## src/rtl/pfc_pkg.sv

```systemverilog
package pfc_pkg;

  typedef enum logic [1:0] {
    FC_NONE = 2'd0,
    FC_RX   = 2'd1,
    FC_TX   = 2'd2,
    FC_FULL = 2'd3
  } fc_mode_e;

  typedef enum logic [1:0] {
    ACT_HOLD  = 2'd0,
    ACT_FORCE = 2'd1,
    ACT_NEG   = 2'd2,
    ACT_ERR   = 2'd3
  } fc_act_e;

  localparam int REQ_W = 3;

  function automatic logic req_legal(input logic [REQ_W-1:0] code);
    return (code[REQ_W-1:2] == '0);
  endfunction

endpackage

```

## src/rtl/pfc_negotiate.sv

```systemverilog
module pfc_negotiate
  import pfc_pkg::*;
(
  input  logic     loc_sym,
  input  logic     loc_asym,
  input  logic     lp_sym,
  input  logic     lp_asym,
  input  fc_mode_e req,
  input  logic     strict,
  input  logic     serdes,
  input  logic     full_duplex,
  output fc_mode_e result
);

  fc_mode_e raw;
  logic     want_none;

  // Copper fallback goes to none for requests that never receive pause.
  assign want_none = strict || (req == FC_NONE) || (req == FC_TX);

  always_comb begin
    if (loc_sym && lp_sym) begin
      raw = (req == FC_FULL) ? FC_FULL : FC_RX;
    end else if (!loc_sym && loc_asym && lp_sym && lp_asym) begin
      raw = FC_TX;
    end else if (loc_sym && loc_asym && !lp_sym && lp_asym) begin
      raw = FC_RX;
    end else if (serdes) begin
      raw = FC_NONE;
    end else begin
      raw = want_none ? FC_NONE : FC_RX;
    end
  end

  // Half duplex cannot carry pause on copper.
  assign result = (!serdes && !full_duplex) ? FC_NONE : raw;

endmodule

```

## src/rtl/pfc_enable_map.sv

```systemverilog
module pfc_enable_map
  import pfc_pkg::*;
(
  input  fc_mode_e mode,
  output logic     tx_en,
  output logic     rx_en
);

  always_comb begin
    unique case (mode)
      FC_NONE: begin tx_en = 1'b0; rx_en = 1'b0; end
      FC_RX:   begin tx_en = 1'b0; rx_en = 1'b1; end
      FC_TX:   begin tx_en = 1'b1; rx_en = 1'b0; end
      default: begin tx_en = 1'b1; rx_en = 1'b1; end
    endcase
  end

endmodule

```

## src/rtl/pfc_watermark.sv

```systemverilog
module pfc_watermark #(
  parameter int WM_W = 16
) (
  input  logic            tx_en,
  input  logic            send_xon,
  input  logic [WM_W-1:0] low_level,
  input  logic [WM_W-1:0] high_level,
  output logic [WM_W:0]   low_mark,
  output logic [WM_W-1:0] high_mark
);

  always_comb begin
    if (tx_en) begin
      low_mark  = {send_xon, low_level};
      high_mark = high_level;
    end else begin
      low_mark  = '0;
      high_mark = '0;
    end
  end

endmodule

```

## src/rtl/pause_fc_resolver.sv

```systemverilog
module pause_fc_resolver
  import pfc_pkg::*;
#(
  parameter int WM_W = 16
) (
  input  logic             clk,
  input  logic             rst_n,
  input  logic             resolve_i,
  input  logic [REQ_W-1:0] req_mode_i,
  input  logic             strict_i,
  input  logic             media_serdes_i,
  input  logic             an_enable_i,
  input  logic             an_complete_i,
  input  logic             an_failed_i,
  input  logic             full_duplex_i,
  input  logic             loc_sym_i,
  input  logic             loc_asym_i,
  input  logic             lp_sym_i,
  input  logic             lp_asym_i,
  input  logic             send_xon_i,
  input  logic [WM_W-1:0]  low_level_i,
  input  logic [WM_W-1:0]  high_level_i,
  output logic [1:0]       mode_o,
  output logic             tx_pause_en_o,
  output logic             rx_pause_en_o,
  output logic [WM_W:0]    low_mark_o,
  output logic [WM_W-1:0]  high_mark_o,
  output logic             done_o,
  output logic             cfg_err_o
);

  localparam int SYNC_STAGES = 2;

  // Reset: asserted asynchronously, released on a clock edge.
  logic [SYNC_STAGES-1:0] rst_pipe;
  logic                   rst_q_n;

  always_ff @(posedge clk or negedge rst_n) begin
    if (!rst_n) rst_pipe <= '0;
    else        rst_pipe <= {rst_pipe[SYNC_STAGES-2:0], 1'b1};
  end
  assign rst_q_n = rst_pipe[SYNC_STAGES-1];

  fc_mode_e        req_mode, neg_mode, mode_q, mode_nxt;
  fc_act_e         act;
  logic            req_ok, direct;
  logic            upd_en;
  logic            tx_q, rx_q, tx_nxt, rx_nxt;
  logic [WM_W:0]   low_q, low_nxt;
  logic [WM_W-1:0] high_q, high_nxt;
  logic            done_q, err_q, err_nxt;

  assign req_ok   = req_legal(req_mode_i);
  assign req_mode = fc_mode_e'(req_mode_i[1:0]);
  assign direct   = (media_serdes_i && an_failed_i) ||
                    (!media_serdes_i && !an_enable_i);

  pfc_negotiate u_neg (
    .loc_sym     (loc_sym_i),
    .loc_asym    (loc_asym_i),
    .lp_sym      (lp_sym_i),
    .lp_asym     (lp_asym_i),
    .req         (req_mode),
    .strict      (strict_i),
    .serdes      (media_serdes_i),
    .full_duplex (full_duplex_i),
    .result      (neg_mode)
  );

  // Action select: illegal code wins, then direct application, then negotiation.
  always_comb begin
    act = ACT_HOLD;
    if (resolve_i) begin
      if (!req_ok)                           act = ACT_ERR;
      else if (direct)                       act = ACT_FORCE;
      else if (an_enable_i && an_complete_i) act = ACT_NEG;
      else                                   act = ACT_HOLD;
    end
  end

  always_comb begin
    mode_nxt = mode_q;
    upd_en   = 1'b0;
    unique case (act)
      ACT_FORCE: begin mode_nxt = req_mode; upd_en = 1'b1; end
      ACT_NEG:   begin mode_nxt = neg_mode; upd_en = 1'b1; end
      default:   begin mode_nxt = mode_q;   upd_en = 1'b0; end
    endcase
    err_nxt = resolve_i ? !req_ok : err_q;
  end

  pfc_enable_map u_map (
    .mode  (mode_nxt),
    .tx_en (tx_nxt),
    .rx_en (rx_nxt)
  );

  pfc_watermark #(.WM_W(WM_W)) u_wm (
    .tx_en      (tx_nxt),
    .send_xon   (send_xon_i),
    .low_level  (low_level_i),
    .high_level (high_level_i),
    .low_mark   (low_nxt),
    .high_mark  (high_nxt)
  );

  // Settings registers, clock-enabled by upd_en.
  always_ff @(posedge clk or negedge rst_q_n) begin
    if (!rst_q_n) begin
      mode_q <= FC_NONE;
      tx_q   <= 1'b0;
      rx_q   <= 1'b0;
      low_q  <= '0;
      high_q <= '0;
    end else if (upd_en) begin
      mode_q <= mode_nxt;
      tx_q   <= tx_nxt;
      rx_q   <= rx_nxt;
      low_q  <= low_nxt;
      high_q <= high_nxt;
    end
  end

  // Status registers.
  always_ff @(posedge clk or negedge rst_q_n) begin
    if (!rst_q_n) begin
      done_q <= 1'b0;
      err_q  <= 1'b0;
    end else begin
      done_q <= resolve_i;
      err_q  <= err_nxt;
    end
  end

  assign mode_o        = mode_q;
  assign tx_pause_en_o = tx_q;
  assign rx_pause_en_o = rx_q;
  assign low_mark_o    = low_q;
  assign high_mark_o   = high_q;
  assign done_o        = done_q;
  assign cfg_err_o     = err_q;

endmodule

```

## config.mk

```make
export PLATFORM = sky130hd
export DESIGN_NAME = pause_fc_resolver
export DESIGN_NICKNAME = d
export VERILOG_FILES = /design/src/rtl/pfc_pkg.sv /design/src/rtl/pfc_negotiate.sv /design/src/rtl/pfc_enable_map.sv /design/src/rtl/pfc_watermark.sv /design/src/rtl/pause_fc_resolver.sv
export SDC_FILE = /design/constraint.sdc
export NUM_CORES = 1
export LEC_CHECK = 0
export ABC_AREA = 1
export BUFFER_PORTS_ARGS = -buffer_cell sky130_fd_sc_hd__buf_2
export CORE_ASPECT_RATIO = 2
export CORE_MARGIN = 3
export CORE_UTILIZATION = 40
export DETAILED_ROUTE_END_ITERATION = 10
export GPL_TIMING_DRIVEN = 0
export PLACE_DENSITY_LB_ADDON = 0.2
export SLEW_MARGIN = 20
export SYNTH_ARGS = -nofsm -noshare
export SYNTH_HDL_FRONTEND = slang
export SYNTH_SLANG_ARGS = --single-unit
```

## constraint.sdc

```tcl
create_clock -name clk -period 2.79 [get_ports clk]
set_clock_uncertainty 0.05 [all_clocks]
set_input_delay 0.558 -clock clk [delete_from_list [all_inputs] [get_ports clk]]
set_output_delay 0.558 -clock clk [all_outputs]
set_load 0.02 [all_outputs]
```

==> metrics <==
Max Cap Violations 0; largest cells by area after synthesis dfrtp_1 58%, nand2_1 19%, nand3_1 8.8%, nand3_2 3.4%, buf_6 1.9%; fraction of post-synthesis cell area in the top cell type by area 57.91%; crit path capture low_mark_o[5]; via density per instance about 4.7; worst voltage drop across the vdd grid about 430 uV; Congestion Overflow GR 0; final slew viol count 0; Area Overhead vs Synth 36.30%; Vert. Die Dim 100.1 microns; worst setup slack after layout between 0.7 and 0.8 ns; syn avg cell area 8.993 sq um; clk buf depth 2; FF-to-FF End high_mark_o[3]; Inserted Clock Buffers 5; Fmax about 500 MHz; Clock transition at path regs 0.07 ns; IO Count ~90; I/O Buffers 87; distinct cell type count after synthesis 19; Wirelength per Cell around 12 microns; setup repair after global routing missed its margin false; critical path buffer and inverter count 4; PD cells 597.6 nW/um^2; depth of the worst register-to-register path 1; cells resized by post-CTS repair 0; core region area 4170 sq um; Synthesized Nets 248; most frequent cells in the layout 89 x nand2_1, 88 x buf_2, 40 x dfrtp_1; Setup TNS Final 0 ns; non-filler cells in the finished layout 345; nets@finish 344; register bit count reported by yosys 41; Post-synth EDFFs 0; final clock period utilization by the worst path 71.46%; antenna diode count 0; Post CTS Setup Buffer Count 0; CTS H-Tree Depth 2; class of the most critical hold timing path register to asynchronous set/reset pin; DP Worst Slack 0.4470 ns; Util after Layout 57.91%; Clock Sinks 41; Post-DRT Antenna Nets 0; Hold Violations, Final 0; synthesized area 1772 sq um; crit path launch media_serdes_i; Die X 53.06 microns; TritonCTS clock tree done; Layout fillers 426; detailed-placement wirelength estimate 3283 microns; crit path cell chain buf_2 -> nand2_1 -> o21ai_0 -> o21ai_0 -> inv_1 -> ha_1 -> buf_2 -> clkbuf_1 -> nand2_1 -> nand2_1; total track usage 16.66%; sort of element at the end of the critical path register; DRC 0; insertion delay of the later-clocked pin in the worst-skew pair 0.28 ns; leading area contributor after synthesis dfrtp_1; Synth warnings 0; Worst setup SP type input port; largest incremental delay on the critical path 0.38 ns; startpoint of the worst register-to-register path rst_pipe[1]; total number of placement rows 33; TritonRoute pass-1 iters 3; LEAKAGE 0.001479 uW; wire length of the first global-routing pass 6575 microns; worst endpoint data arrival time approximately 2.2 ns; Seq/Total Area, Yosys 57.91%; vias in the first global route between 1500 and 2000; Fin Hold WS 0.1749 ns; cell repeated most along the worst path nand2_1; internal reg-to-reg setup slack 2.06 ns; largest fanout of any net on the critical path 10; post-synthesis cell count 197; required time of the worst setup path 2.96 ns; asr flop ratio synth 100.0%; initial cell density of the core between 40 and 50%; pin count of the biggest net entering global routing 21; cell at the root of the clock tree clkbuf_8; weighted congestion reported at the end of routability-driven placement approximately 0.75; die area roughly 5300 sq um; crit path time final between 1.5 and 2 ns; layout cells sized above 1 37.88%; antenna violations before repair 0; Largest delay share family, worst path buffers and inverters; number of instances in the placed design 337; Most used DFF post-synth dfrtp_1; Setup Crit Path Kind input port to register; library cell contributing the largest single delay on the critical path clkbuf_1; Post-CTS Hold Fix Bufs 1; final setup fails 0; CP Depth 10; outcome finished, final reports clean; leading cell type in the layout, fill and taps excluded nand2_1; vias after detailed routing roughly 1600; Initial DRC Count 17; post-detailed-routing wire length 4150 microns
per-stage QoR:
stage	total power (uW)	instance area, sq um
after floorplan	878.4	1772
after global placement	1006	2272
after detailed placement	1015	2301
after CTS	1460	2415
after global routing	1523	2415
final	1443	2415
layout make-up:
type | instances | area (sq um) | share of cell area [%]
buffer | 10 | 85.08 | 3.523
inverter | 8 | 30.03 | 1.244
multi-input combinational | 138 | 630.6 | 26.11
clock inverter | 2 | 35.03 | 1.451
sequential | 41 | 1027 | 42.54
timing repair buffer | 89 | 473.0 | 19.59
tap | 52 | 65.06 | 2.694
clock buffer | 5 | 68.82 | 2.850
cells by family after synthesis:
kind of cell	share of synthesized area, %
other	0.2117
flip-flops	57.91
AND/OR/NAND/NOR	33.12
adder cells (fa/ha/maj)	1.412
AO/OA/AOI/OAI	0.8472
buffers and inverters	6.497
power breakdown:
part / internal [uW] / switching, uW / total [uW]
clock: 260 / 186 / 446
combinational: 116 / 202 / 318
sequential: 647 / 32.4 / 679
how the worst min path moves through the flow:
stage / from / to / slack [ns]
global route: rst_pipe[1] / low_mark_o[4] / 0.22
detailed placement: rst_pipe[1] / low_mark_o[10] / 0.19
finish: rst_pipe[1] / low_mark_o[10] / 0.17
floorplan: rst_n / rst_pipe[0] / 0.21
CTS: rst_pipe[1] / low_mark_o[10] / 0.20
global placement: rst_n / rst_pipe[0] / 0.29
flip-flops by register name (all words and copies together) (netlist names):
signal,count
tx_pause_en_o,1
mode_o,2
done_o,1
rst_pipe,2
low_mark_o,17
cfg_err_o,1
high_mark_o,16
rx_pause_en_o,1
metal layers:
| layer | vias to the layer above | track usage (%) | wire [microns] |
|---|---|---|---|
| li1 | 808 | - | - |
| met1 | 738 | 17.90 | 1570 |
| met3 | 6 | 2.823 | 267 |
| met4 | 0 | 5.906 | 57 |
| met5 | - | 0 | 0 |
| met2 | 61 | 31.03 | 2254 |
Yosys cell counts, types with 2 or more instances:
master,instances
ha_1,2
clkbuf_1,3
nor2_1,2
buf_4,2
nand3_1,31
inv_1,7
o21ai_0,3
nand2_1,89
dfrtp_1,41
buf_6,3
nand3_2,6
(Power assumes the default switching activity.)
